$ cat config.mk
export PLATFORM = sky130hd
export DESIGN_NAME = mbox_irq_top
export DESIGN_NICKNAME = d
export VERILOG_FILES = /design/src/rtl/mbox_pkg.sv /design/src/rtl/mbox_port_decode.sv /design/src/rtl/mbox_flag.sv /design/src/rtl/mbox_irq_top.sv
export SDC_FILE = /design/constraint.sdc
export NUM_CORES = 1
export LEC_CHECK = 0
export ABC_AREA = 0
export CORE_AREA = 2 2 39 41
export DETAILED_ROUTE_END_ITERATION = 12
export DIE_AREA = 0 0 41 43
export PLACE_DENSITY = 0.61
export SYNTH_ARGS = -nofsm -noshare
export SYNTH_HDL_FRONTEND = slang
export SYNTH_SLANG_ARGS = --single-unit
$ cat constraint.sdc
create_clock -name clk -period 0.9 [get_ports clk]
set_input_delay 0.18 -clock clk [delete_from_list [all_inputs] [get_ports clk]]
set_output_delay 0.18 -clock clk [all_outputs]
set_load 0.01 [all_outputs]
$ cat src/rtl/mbox_pkg.sv
package mbox_pkg;
  localparam int unsigned NUM_PORTS = 2;

  // A write cycle: port enabled and write strobe asserted (both active low).
  function automatic logic is_write(input logic en_n, input logic wr_n);
    return (!en_n) && (!wr_n);
  endfunction

  // A read-style access: port enabled and output enable asserted.
  function automatic logic is_oe_access(input logic en_n, input logic oe_n);
    return (!en_n) && (!oe_n);
  endfunction

  // Next flag value: set has priority over clear, disable forces clear.
  function automatic logic next_flag(input logic cur, input logic on,
                                     input logic set, input logic clr);
    if (!on)      return 1'b0;
    else if (set) return 1'b1;
    else if (clr) return 1'b0;
    else          return cur;
  endfunction
endpackage

$ cat src/rtl/mbox_port_decode.sv
module mbox_port_decode #(
  parameter int unsigned        ADDR_W   = 13,
  parameter logic [ADDR_W-1:0]  OWN_BOX  = '1,
  parameter logic [ADDR_W-1:0]  PEER_BOX = '0
) (
  input  logic              en_n,
  input  logic              wr_n,
  input  logic              oe_n,
  input  logic [ADDR_W-1:0] addr,
  output logic              wr_peer_box,
  output logic              acc_own_box
);
  import mbox_pkg::*;

  always_comb begin
    wr_peer_box = is_write(en_n, wr_n) && (addr == PEER_BOX);
    acc_own_box = is_oe_access(en_n, oe_n) && (addr == OWN_BOX);
  end
endmodule

$ cat src/rtl/mbox_flag.sv
module mbox_flag (
  input  logic clk,
  input  logic rst_n,
  input  logic on,
  input  logic set,
  input  logic clr,
  output logic flag_n
);
  import mbox_pkg::*;

  logic flag_q;

  always_ff @(posedge clk or negedge rst_n) begin
    if (!rst_n) flag_q <= 1'b0;
    else        flag_q <= next_flag(flag_q, on, set, clr);
  end

  assign flag_n = ~flag_q;
endmodule

$ cat src/rtl/mbox_irq_top.sv
module mbox_irq_top #(
  parameter int unsigned ADDR_W = 13
) (
  input  logic              clk,
  input  logic              rst_n,
  input  logic              feature_en,
  input  logic              p0_en_n,
  input  logic              p0_wr_n,
  input  logic              p0_oe_n,
  input  logic [ADDR_W-1:0] p0_addr,
  input  logic              p1_en_n,
  input  logic              p1_wr_n,
  input  logic              p1_oe_n,
  input  logic [ADDR_W-1:0] p1_addr,
  output logic              p0_irq_n,
  output logic              p1_irq_n
);
  import mbox_pkg::*;

  localparam logic [ADDR_W-1:0] BOX_P1 = {ADDR_W{1'b1}};
  localparam logic [ADDR_W-1:0] BOX_P0 = BOX_P1 - 1'b1;

  logic [NUM_PORTS-1:0]             en_n_v, wr_n_v, oe_n_v;
  logic [NUM_PORTS-1:0][ADDR_W-1:0] addr_v;
  logic [NUM_PORTS-1:0]             wr_peer, acc_own;
  logic [NUM_PORTS-1:0]             set_evt, clr_evt, irq_n_v;

  assign en_n_v = {p1_en_n, p0_en_n};
  assign wr_n_v = {p1_wr_n, p0_wr_n};
  assign oe_n_v = {p1_oe_n, p0_oe_n};
  assign addr_v = {p1_addr, p0_addr};

  for (genvar i = 0; i < NUM_PORTS; i++) begin : g_port
    localparam logic [ADDR_W-1:0] OWN  = (i == 0) ? BOX_P0 : BOX_P1;
    localparam logic [ADDR_W-1:0] PEER = (i == 0) ? BOX_P1 : BOX_P0;

    mbox_port_decode #(.ADDR_W(ADDR_W), .OWN_BOX(OWN), .PEER_BOX(PEER)) i_dec (
      .en_n        (en_n_v[i]),
      .wr_n        (wr_n_v[i]),
      .oe_n        (oe_n_v[i]),
      .addr        (addr_v[i]),
      .wr_peer_box (wr_peer[i]),
      .acc_own_box (acc_own[i])
    );

    // The flag of port i is set by the other port writing into port i's box.
    assign set_evt[i] = feature_en && wr_peer[NUM_PORTS-1-i];
    assign clr_evt[i] = acc_own[i];

    mbox_flag i_flag (
      .clk    (clk),
      .rst_n  (rst_n),
      .on     (feature_en),
      .set    (set_evt[i]),
      .clr    (clr_evt[i]),
      .flag_n (irq_n_v[i])
    );
  end

  assign p0_irq_n = irq_n_v[0];
  assign p1_irq_n = irq_n_v[1];
endmodule

# After elaboration in Yosys (flattened, before gate mapping)

Index checks and enable logic that the tools add are counted.

Flip-flop bits (word level): 2
Bits in latches: 0
Memory bits (writable): 0
ROM bits: 0
Memories kept: 0

Add/subtract/negate cells: 0
$mul: 0
Div/mod/pow operators: 0
$lt $le $gt $ge: 0
Equality and inequality tests: 6
Shift-type cells: 0
Muxes and demuxes: 6
Bitwise operators: 2
Reduce and logical (&&, ||, !) cells: 16

Operators with widths:

| kind                                                                    | count |
|---|---|
| 13-bit == test, second input constant                                   | 4 |
| 1-bit logical AND                                                       | 10 |
| 1-bit logical NOT                                                       | 6 |
| 1-bit two-way mux                                                       | 6 |
| 3-bit by 1-bit inequality test with 1-bit output, second input constant | 2 |
| 1-bit NOT                                                               | 2 |

# Depth between registers and ports, before layout

Gate-level depths: netlist of run 1.

Depth after elaboration: 6
Gate-level depth with buffers: 4

# Hierarchy

Synthesis of run 1 repeated with hierarchy kept, for this count alone.

Cell total of the unflattened synthesis: 24
Area total of the unflattened synthesis: 202.7 um2

By module, submodules not included:

| module           | instances | cells an instance | area an instance (um2) | seq. area each (um2) |
|---|---|---|---|---|
| mbox_port_decode | 2         | 7                 | 52.6                   | 0.0 |
| mbox_flag        | 2         | 4                 | 42.5                   | 25.0 |
| mbox_irq_top     | 1         | 2                 | 12.5                   | 0.0 |

# Worst setup path before layout of run 1

OpenSTA, ideal clock, no wires.

Kind: input -> register
From: in p1_addr[7]
To: reg g_port[1].i_flag.flag_q
Library setup time: 0.122 ns
Data arrival time: 0.915 ns
Setup slack: -0.137 ns
Stages on the path: 4
Path through: nand4_1 > nor4_2 > nand3b_1 > a32o_1

Cells in the longest elaborated chain, start to end: 3

RTL lines:

| element                                                           | RTL line               | source |
|---|---|---|
| from (decl)                                                       | mbox_irq_top.sv:14     | `input logic [ADDR_W-1:0] p1_addr,` |
| 13-bit == test                                                    | mbox_port_decode.sv:17 | `acc_own_box = is_oe_access(en_n, oe_n) && (addr == OWN_BOX);` |
| 1-bit logical AND                                                 | mbox_port_decode.sv:17 |  |
| 3-bit by 1-bit inequality test with 1-bit output (no source line) | n/a                    |  |
| to (signal assigned)                                              | mbox_flag.sv:15        | `else flag_q <= next_flag(flag_q, on, set, clr);` |
| to (decl)                                                         | mbox_flag.sv:11        | `logic flag_q;` |

No other way between the ends.
A chain may end at the register's enable or synchronous reset.

# Final worst setup path of run 1

From: reg g_port[0].i_flag.flag_q
To: out p0_irq_n

Cells in the longest elaborated chain, start to end: 1

RTL lines:

| element                | RTL line           | source |
|---|---|---|
| from (decl)            | mbox_flag.sv:11    |  |
| from (signal assigned) | mbox_flag.sv:15    |  |
| 1-bit NOT              | mbox_flag.sv:18    | `assign flag_n = ~flag_q;` |
| to (decl)              | mbox_irq_top.sv:15 | `output logic p0_irq_n,` |

No other way between the ends.

==> results of run 1 <==
-- critical path: cells and delay by family (launching register included) --
kind                   cells  cell delay (ps)
buffers and inverters      2              170
DFF                        1              370
-- per-stage QoR --
step	worst slack, ps	util, %	TNS [ps]	hold WS (ps)	area [µm²]
2_1_floorplan	-97.0	-	-136	-116	209
3_3_place_gp	-602	44.2	-1580	355	612
3_5_place_dp	-601	44.2	-1620	358	612
4_1_cts	-45.1	41.0	-103	120	568
5_1_grt	-77.1	40.2	-209	123	557
6_report	-38.3	40.2	-84.6	122	557
-- area by class of cell --
cell class                 count  area (µm²)
clock buffer                   3        22.5
fill                         153         827
inverter                       2        7.51
multi-input combinational     19         170
sequential                     2        50.0
tap                           16        20.0
timing repair buffer          40         287
-- power by group through the flow --
stage	sequential, W	clock [W]	combinational [W]
2_1_floorplan	0.0000916	0	0.0000217
3_3_place_gp	0.0000916	0	0.000179
3_5_place_dp	0.0000916	0	0.000180
4_1_cts	0.0000906	0.000205	0.000141
5_1_grt	0.0000906	0.000213	0.000156
6_report	0.0000906	0.000196	0.000142
-- routing by layer --
layer  part of all wire [%]  GRT usage [%]  up-vias
met5                      0              0        -
met4                      0           4.00        0
met3                     21           5.76        0
met2                     44           17.2       26
met1                     35           9.32      144
li1                       -              -      175
-- kinds of logic (layout without fill, tap and decap cells) --
group / after synthesis / after routing / share of synthesized area, %
DFF: 2 / 2 / 28.8
AOI/OAI and AO/OA: 2 / 2 / 8.63
buffers and inverters: 2 / 45 / 4.32
and+or+nand+nor: 17 / 17 / 58.3
-- worst paths after layout --
kind,start,endpoint,slack (ps),cells after the start
setup / recovery,g_port[0].i_flag.flag_q,p0_irq_n,-40,2
setup reg to reg,g_port[1].i_flag.flag_q,g_port[1].i_flag.flag_q,50,2
max in group asynchronous,rst_n,g_port[0].i_flag.flag_q,660,1
hold / removal,rst_n,g_port[1].i_flag.flag_q,120,1
hold reg to reg,g_port[1].i_flag.flag_q,g_port[1].i_flag.flag_q,630,2
min in group clk,p1_en_n,g_port[1].i_flag.flag_q,430,5
-- layout by cell type, fill, tap and decap left out, drive strengths merged --
master / Yosys / layout
nor2: 2 / 2
nand2b: 2 / 2
nand2: 2 / 2
a32o: 1 / 1
buf: 0 / 27
inv: 2 / 2
nand3b: 1 / 1
o21ai: 1 / 1
clkbuf: 0 / 7
clkdlybuf4s50: 0 / 8
nand4: 4 / 4
clkdlybuf4s15: 0 / 1
nand3: 3 / 3
nor4: 2 / 2
nor3b: 1 / 1
dfrtp: 2 / 2
-- timing repair --
action / in CTS / in global routing
pin swaps: 11 / 4
setup endpoints to repair: 4 / 4
resized for setup: 80 / 16
setup buffers: 1 / 0
==> impl_metrics.csv, run 1 <==
group,metric,value,unit
grt,grt_usage,10.1,%
finish,final_nets,103,
finish,syn2layout_area_growth,220,%
sta,period_share,104,%
drt,drtIter0Drc,4,
floorplan,rows,14,
grt,antenna_found_initial,0,
pwr,total_power,0.000428,W
sta,tightest_slew,221,ps
critical_path,crit_path_end_kind,"primary output",
finish,drive_above_1_share,62.1,%
drt,detail-route-antenna-nets,0,
floorplan,initial_core_util,12.6,%
pwr,internal-power,0.000338,W
clocking,cts_max_level,1,
sta,skew,0,ps
sta,post-route-min-period,938,ps
drt,drc_errors,0,
finish,reg_top3,"g_port.i_flag.flag_q: 2 flops",
drt,vias,345,
yosys,ys.flop_type,"dfrtp_1",
critical_path,slowest_delay,370,ps
outcome,status,"complete, but fails checks",
grt,gr-total-overflow,0,
yosys,synth_top_area_share,28.8,%
placed_design,gp_congestion,0.592,
placed_design,dp.cells,78,
yosys,ys_seq_area_share,28.8,%
floorplan,fp.coreArea,1380,µm²
yosys,synth_top_area_cell,"dfrtp_1",
floorplan,die_h,43,µm
clocking,cts_root_buffer,"clkbuf_4",
yosys,ys_types,13,
critical_path,crit_path_start_kind,"register",
placed_design,place_hpwl,706,µm
pwr,combPwrFrac,33.1,%
finish,diodes,0,
critical_path,path_max_fanout,2,
pwr,power_density,769,nW/µm²
yosys,synthArstFlopShare,100,%
floorplan,io_pins,37,
critical_path,crit_type,"register to primary output",
finish,largest_reg_flops,2,
clocking,ctsHoldBuffers,0,
critical_path,cp.required,720,ps
grt,grt_pass1_wl,1210,µm
placed_design,numPortBuffers,36,
yosys,syn_inst,23,
pwr,power_leakage,0.270,nW
yosys,synthesis.nets,58,
sta,rsz0062_at_grt,"yes",
drt,viasPerCell,4.21,
floorplan,die_area,1760,µm²
pwr,seqPwrFrac,21.2,%
job,drv_cap,0,
pwr,swShare,21.0,%
yosys,synthTopCellsByCount,"nand4_1, nand3_1",
pwr,p_clk_share,45.8,%
finish,max_flop_register,"g_port.i_flag.flag_q",
drt,drt-pass1-iter-count,3,
sta,setup_slack,-38.3,ps
yosys,synth-edff-count,0,
outcome,violations,"setup timing",
worst_hold_path,worstHoldPathType,"primary input to asynchronous set/reset pin",
floorplan,die_w,41,µm
yosys,synthTopCellsByArea,"dfrtp_1, nand4_1, nand3_1",
sta,max_freq,1.07,GHz
clocking,numClockSinks,2,
sta,slew_headroom,85.1,%
pwr,p_sw,0.0000901,W
finish,final_cells,82,
sta,slew_viol_final,0,
clocking,cts_buffers,3,
sta,hold_viol,0,
yosys,avgSynthCellArea,7.56,µm²
clocking,clockBufferDepth,2,
yosys,yosysMostFrequentCell,"nand4_1",
clocking,clk_pin_slew,30,ps
clocking,cts_tree,"done",
clocking,insertion_delay,220,ps
yosys,ys_ff_latch,2,
critical_path,cp.arrival,760,ps
sta,setup_violations,3,
critical_path,crit_path_top_delay_cell,"dfrtp_1",
yosys,synth_warnings,0,
grt,grt_max_degree,5,
yosys,netlist_area,174,µm²
drt,wl,799,µm
critical_path,path_cells,"inv_1 > buf_2",
drt,drt-wirelength-per-cell,9.74,µm
pwr,ir_drop,0.773,mV
grt,grt_pass1_vias,339,
No activity file was read; power rests on OpenSTA's default activity.
==> run 2: changes to the inputs <==
--- a/config.mk
+++ b/config.mk
@@ -9,7 +9,9 @@
 export CORE_AREA = 2 2 39 41
 export DETAILED_ROUTE_END_ITERATION = 12
 export DIE_AREA = 0 0 41 43
-export PLACE_DENSITY = 0.61
+export PLACE_DENSITY = 0.63
+export SKIP_LAST_GASP = 1
 export SYNTH_ARGS = -nofsm -noshare
 export SYNTH_HDL_FRONTEND = slang
+export SYNTH_HIERARCHICAL = 1
 export SYNTH_SLANG_ARGS = --single-unit
==> run 2 against run 1 <==
Global-route usage increased by 0.90 points. Maximum frequency about the same. First-iteration DRC count decreased by 100%. Via count up 4.1%. Largest cell class unchanged. Clock skew stayed put. Critical path depth stayed put. Wire length grew 7.0%. Final area shrank 8.1%. Clock-buffer cell count stayed put. The run still ends with setup timing left. Setup slack worse by 0.74 ps. Non-clock buffer count shrank 4.
==> impl_metrics.csv, run 2 <==
group,metric,value,unit
yosys,synthesis.nets,59,
placed_design,place_hpwl,699,µm
finish,multiInputGateArea,180,µm²
yosys,synth_warnings,6,
sta,period_share,104,%
finish,max_flop_register,"g_port.i_flag/flag_q",
finish,final_cell_mix,"buf_2, clkbuf_2, clkdlybuf4s15_1",
placed_design,gp_congestion,0.585,
sta,max_freq,1.06,GHz
clocking,cts_max_level,1,
critical_path,r2r_cells,2,
finish,diodes,0,
clocking,ctsHoldBuffers,0,
worst_hold_path,worstHoldPathType,"primary input to asynchronous set/reset pin",
grt,grt_max_degree,5,
critical_path,cp.arrival,760,ps
sta,setup_slack,-39.0,ps
finish,syn2layout_area_growth,152,%
pwr,ir_drop,0.544,mV
critical_path,reg2reg_slack,110,ps
critical_path,crit_type,"register to primary output",
sta,setup_violations,2,
yosys,synth_top_area_share,24.7,%
yosys,netlist_area,203,µm²
drt,viasPerCell,4.54,
sta,post-route-min-period,939,ps
grt,grt_pass1_vias,354,
yosys,synthArstFlopShare,100,%
placed_design,numPortBuffers,36,
clocking,clockBufferDepth,2,
drt,wl,855,µm
yosys,synthTopCellsByArea,"dfrtp_1, nand4b_1, nor4_1",
finish,n_fill_cell,170,
floorplan,initial_core_util,14.6,%
clocking,cts_root_buffer,"clkbuf_4",
grt,gr-total-overflow,0,
yosys,ys.flop_type,"dfrtp_1",
critical_path,cp.required,720,ps
placed_design,pre_cts_ws,-544,ps
floorplan,die_h,43,µm
critical_path,path_max_fanout,2,
finish,largest_reg_flops,2,
drt,detail-route-antenna-nets,0,
job,drv_cap,0,
grt,grt_usage,11.0,%
grt,antenna_found_initial,0,
sta,slew_viol_final,0,
floorplan,fp.coreArea,1380,µm²
clocking,numClockSinks,2,
drt,drc_errors,0,
outcome,status,"complete, but fails checks",
yosys,syn_inst,24,
yosys,avgSynthCellArea,8.45,µm²
floorplan,io_pins,37,
sta,tightest_slew,198,ps
yosys,ys_ff_latch,2,
sta,skew,0,ps
clocking,cts_buffers,3,
grt,grt_pass1_wl,1250,µm
sta,rsz0062_at_grt,"yes",
critical_path,crit_path_start_kind,"register",
yosys,synth_top_area_cell,"dfrtp_1",
drt,drtIter0Drc,0,
critical_path,crit_path_end_kind,"primary output",
yosys,synthTopCellsByCount,"nand4b_1, nor4_1",
finish,layout_commonest_cell,"buf_2",
yosys,ys_types,10,
drt,vias,359,
finish,reg_top3,"g_port.i_flag/flag_q: 2 flops",
finish,regArea,50.0,µm²
yosys,synth-edff-count,0,
finish,final_util,37.0,%
floorplan,die_area,1760,µm²
clocking,insertion_delay,230,ps
drt,drt-pass1-iter-count,1,
yosys,ys_seq_area_share,24.7,%
finish,drive_above_1_share,54.0,%
floorplan,rows,14,
drt,drt-wirelength-per-cell,10.8,µm
finish,final_nets,100,
sta,slew_headroom,86.7,%
outcome,violations,"setup timing",
pwr,power_density,797,nW/µm²
clocking,post_cts_buffers,0,
floorplan,die_w,41,µm
clocking,cts_tree,"done",
sta,hold_viol,0,
pwr,power_leakage,0.223,nW
clocking,clk_pin_slew,30,ps
run 2: cell type report:
| type | instances | share of cell area, % |
|---|---|---|
| Clock buffer | 3 | 4.40 |
| Inverter | 2 | 1.47 |
| Multi-Input combinational cell | 20 | 35.2 |
| Sequential cell | 2 | 9.78 |
| Tap cell | 16 | 3.91 |
| Timing Repair Buffer | 36 | 45.2 |
run 2: metrics by stage:
stage / TNS (ps) / power [W] / hold WS, ps / cells / cell area (µm²)
after floorplan: -34.2 / 0.000107 / -116 / 24 / 203
after global placement: -1490 / 0.000258 / 359 / 76 / 583
after detailed placement: -1500 / 0.000260 / 359 / 76 / 583
after CTS: -95.9 / 0.000428 / 114 / 79 / 559
after global routing: -194 / 0.000443 / 117 / 79 / 512
final: -70.6 / 0.000408 / 118 / 79 / 512
run 2: per-layer routing:
| metal | vias to the layer above | track usage [%] | part of all wire, % |
|---|---|---|---|
| met3 | 4 | 2.62 | 12 |
| met5 | - | 0 | 0 |
| met1 | 153 | 9.97 | 37 |
| li1 | 177 | - | - |
| met2 | 25 | 17.5 | 47 |
| met4 | 0 | 12.0 | 3.2 |
run 2: critical path, cell delays in order (launching register included):
cell and delay (ps):
dfrtp_1 360, inv_1 50, buf_2 120
run 2: cell families (layout without fill, tap and decap cells):
| logic type | count (synthesis) | in the layout | share of synthesized area [%] |
|---|---|---|---|
| AND/OR/NAND/NOR | 18 | 18 | 64.2 |
| AO/OA/AOI/OAI | 2 | 2 | 7.41 |
| buffers and inverters | 2 | 41 | 3.71 |
| flip-flops | 2 | 2 | 24.7 |
run 2: worst paths after layout:
kind | start | endpoint
setup / recovery | g_port[1].i_flag/flag_q | p1_irq_n
hold / removal | rst_n | g_port[1].i_flag/flag_q
setup reg to reg | g_port[0].i_flag/flag_q | g_port[0].i_flag/flag_q
hold reg to reg | g_port[1].i_flag/flag_q | g_port[1].i_flag/flag_q
max in group asynchronous | rst_n | g_port[0].i_flag/flag_q
min in group clk | p0_addr[4] | g_port[0].i_flag/flag_q
run 2: what timing repair did:
action                                  in CTS  in global routing
pin swaps                                   17                  9
endpoints found under the setup margin       4                  4
resized for setup                           79                 22
run 2: where the power goes:
| part | switching (W) | internal (W) |
|---|---|---|
| logic | 0.0000364 | 0.0000771 |
| clock network | 0.0000565 | 0.000147 |
| registers | 0.00000000103 | 0.0000906 |
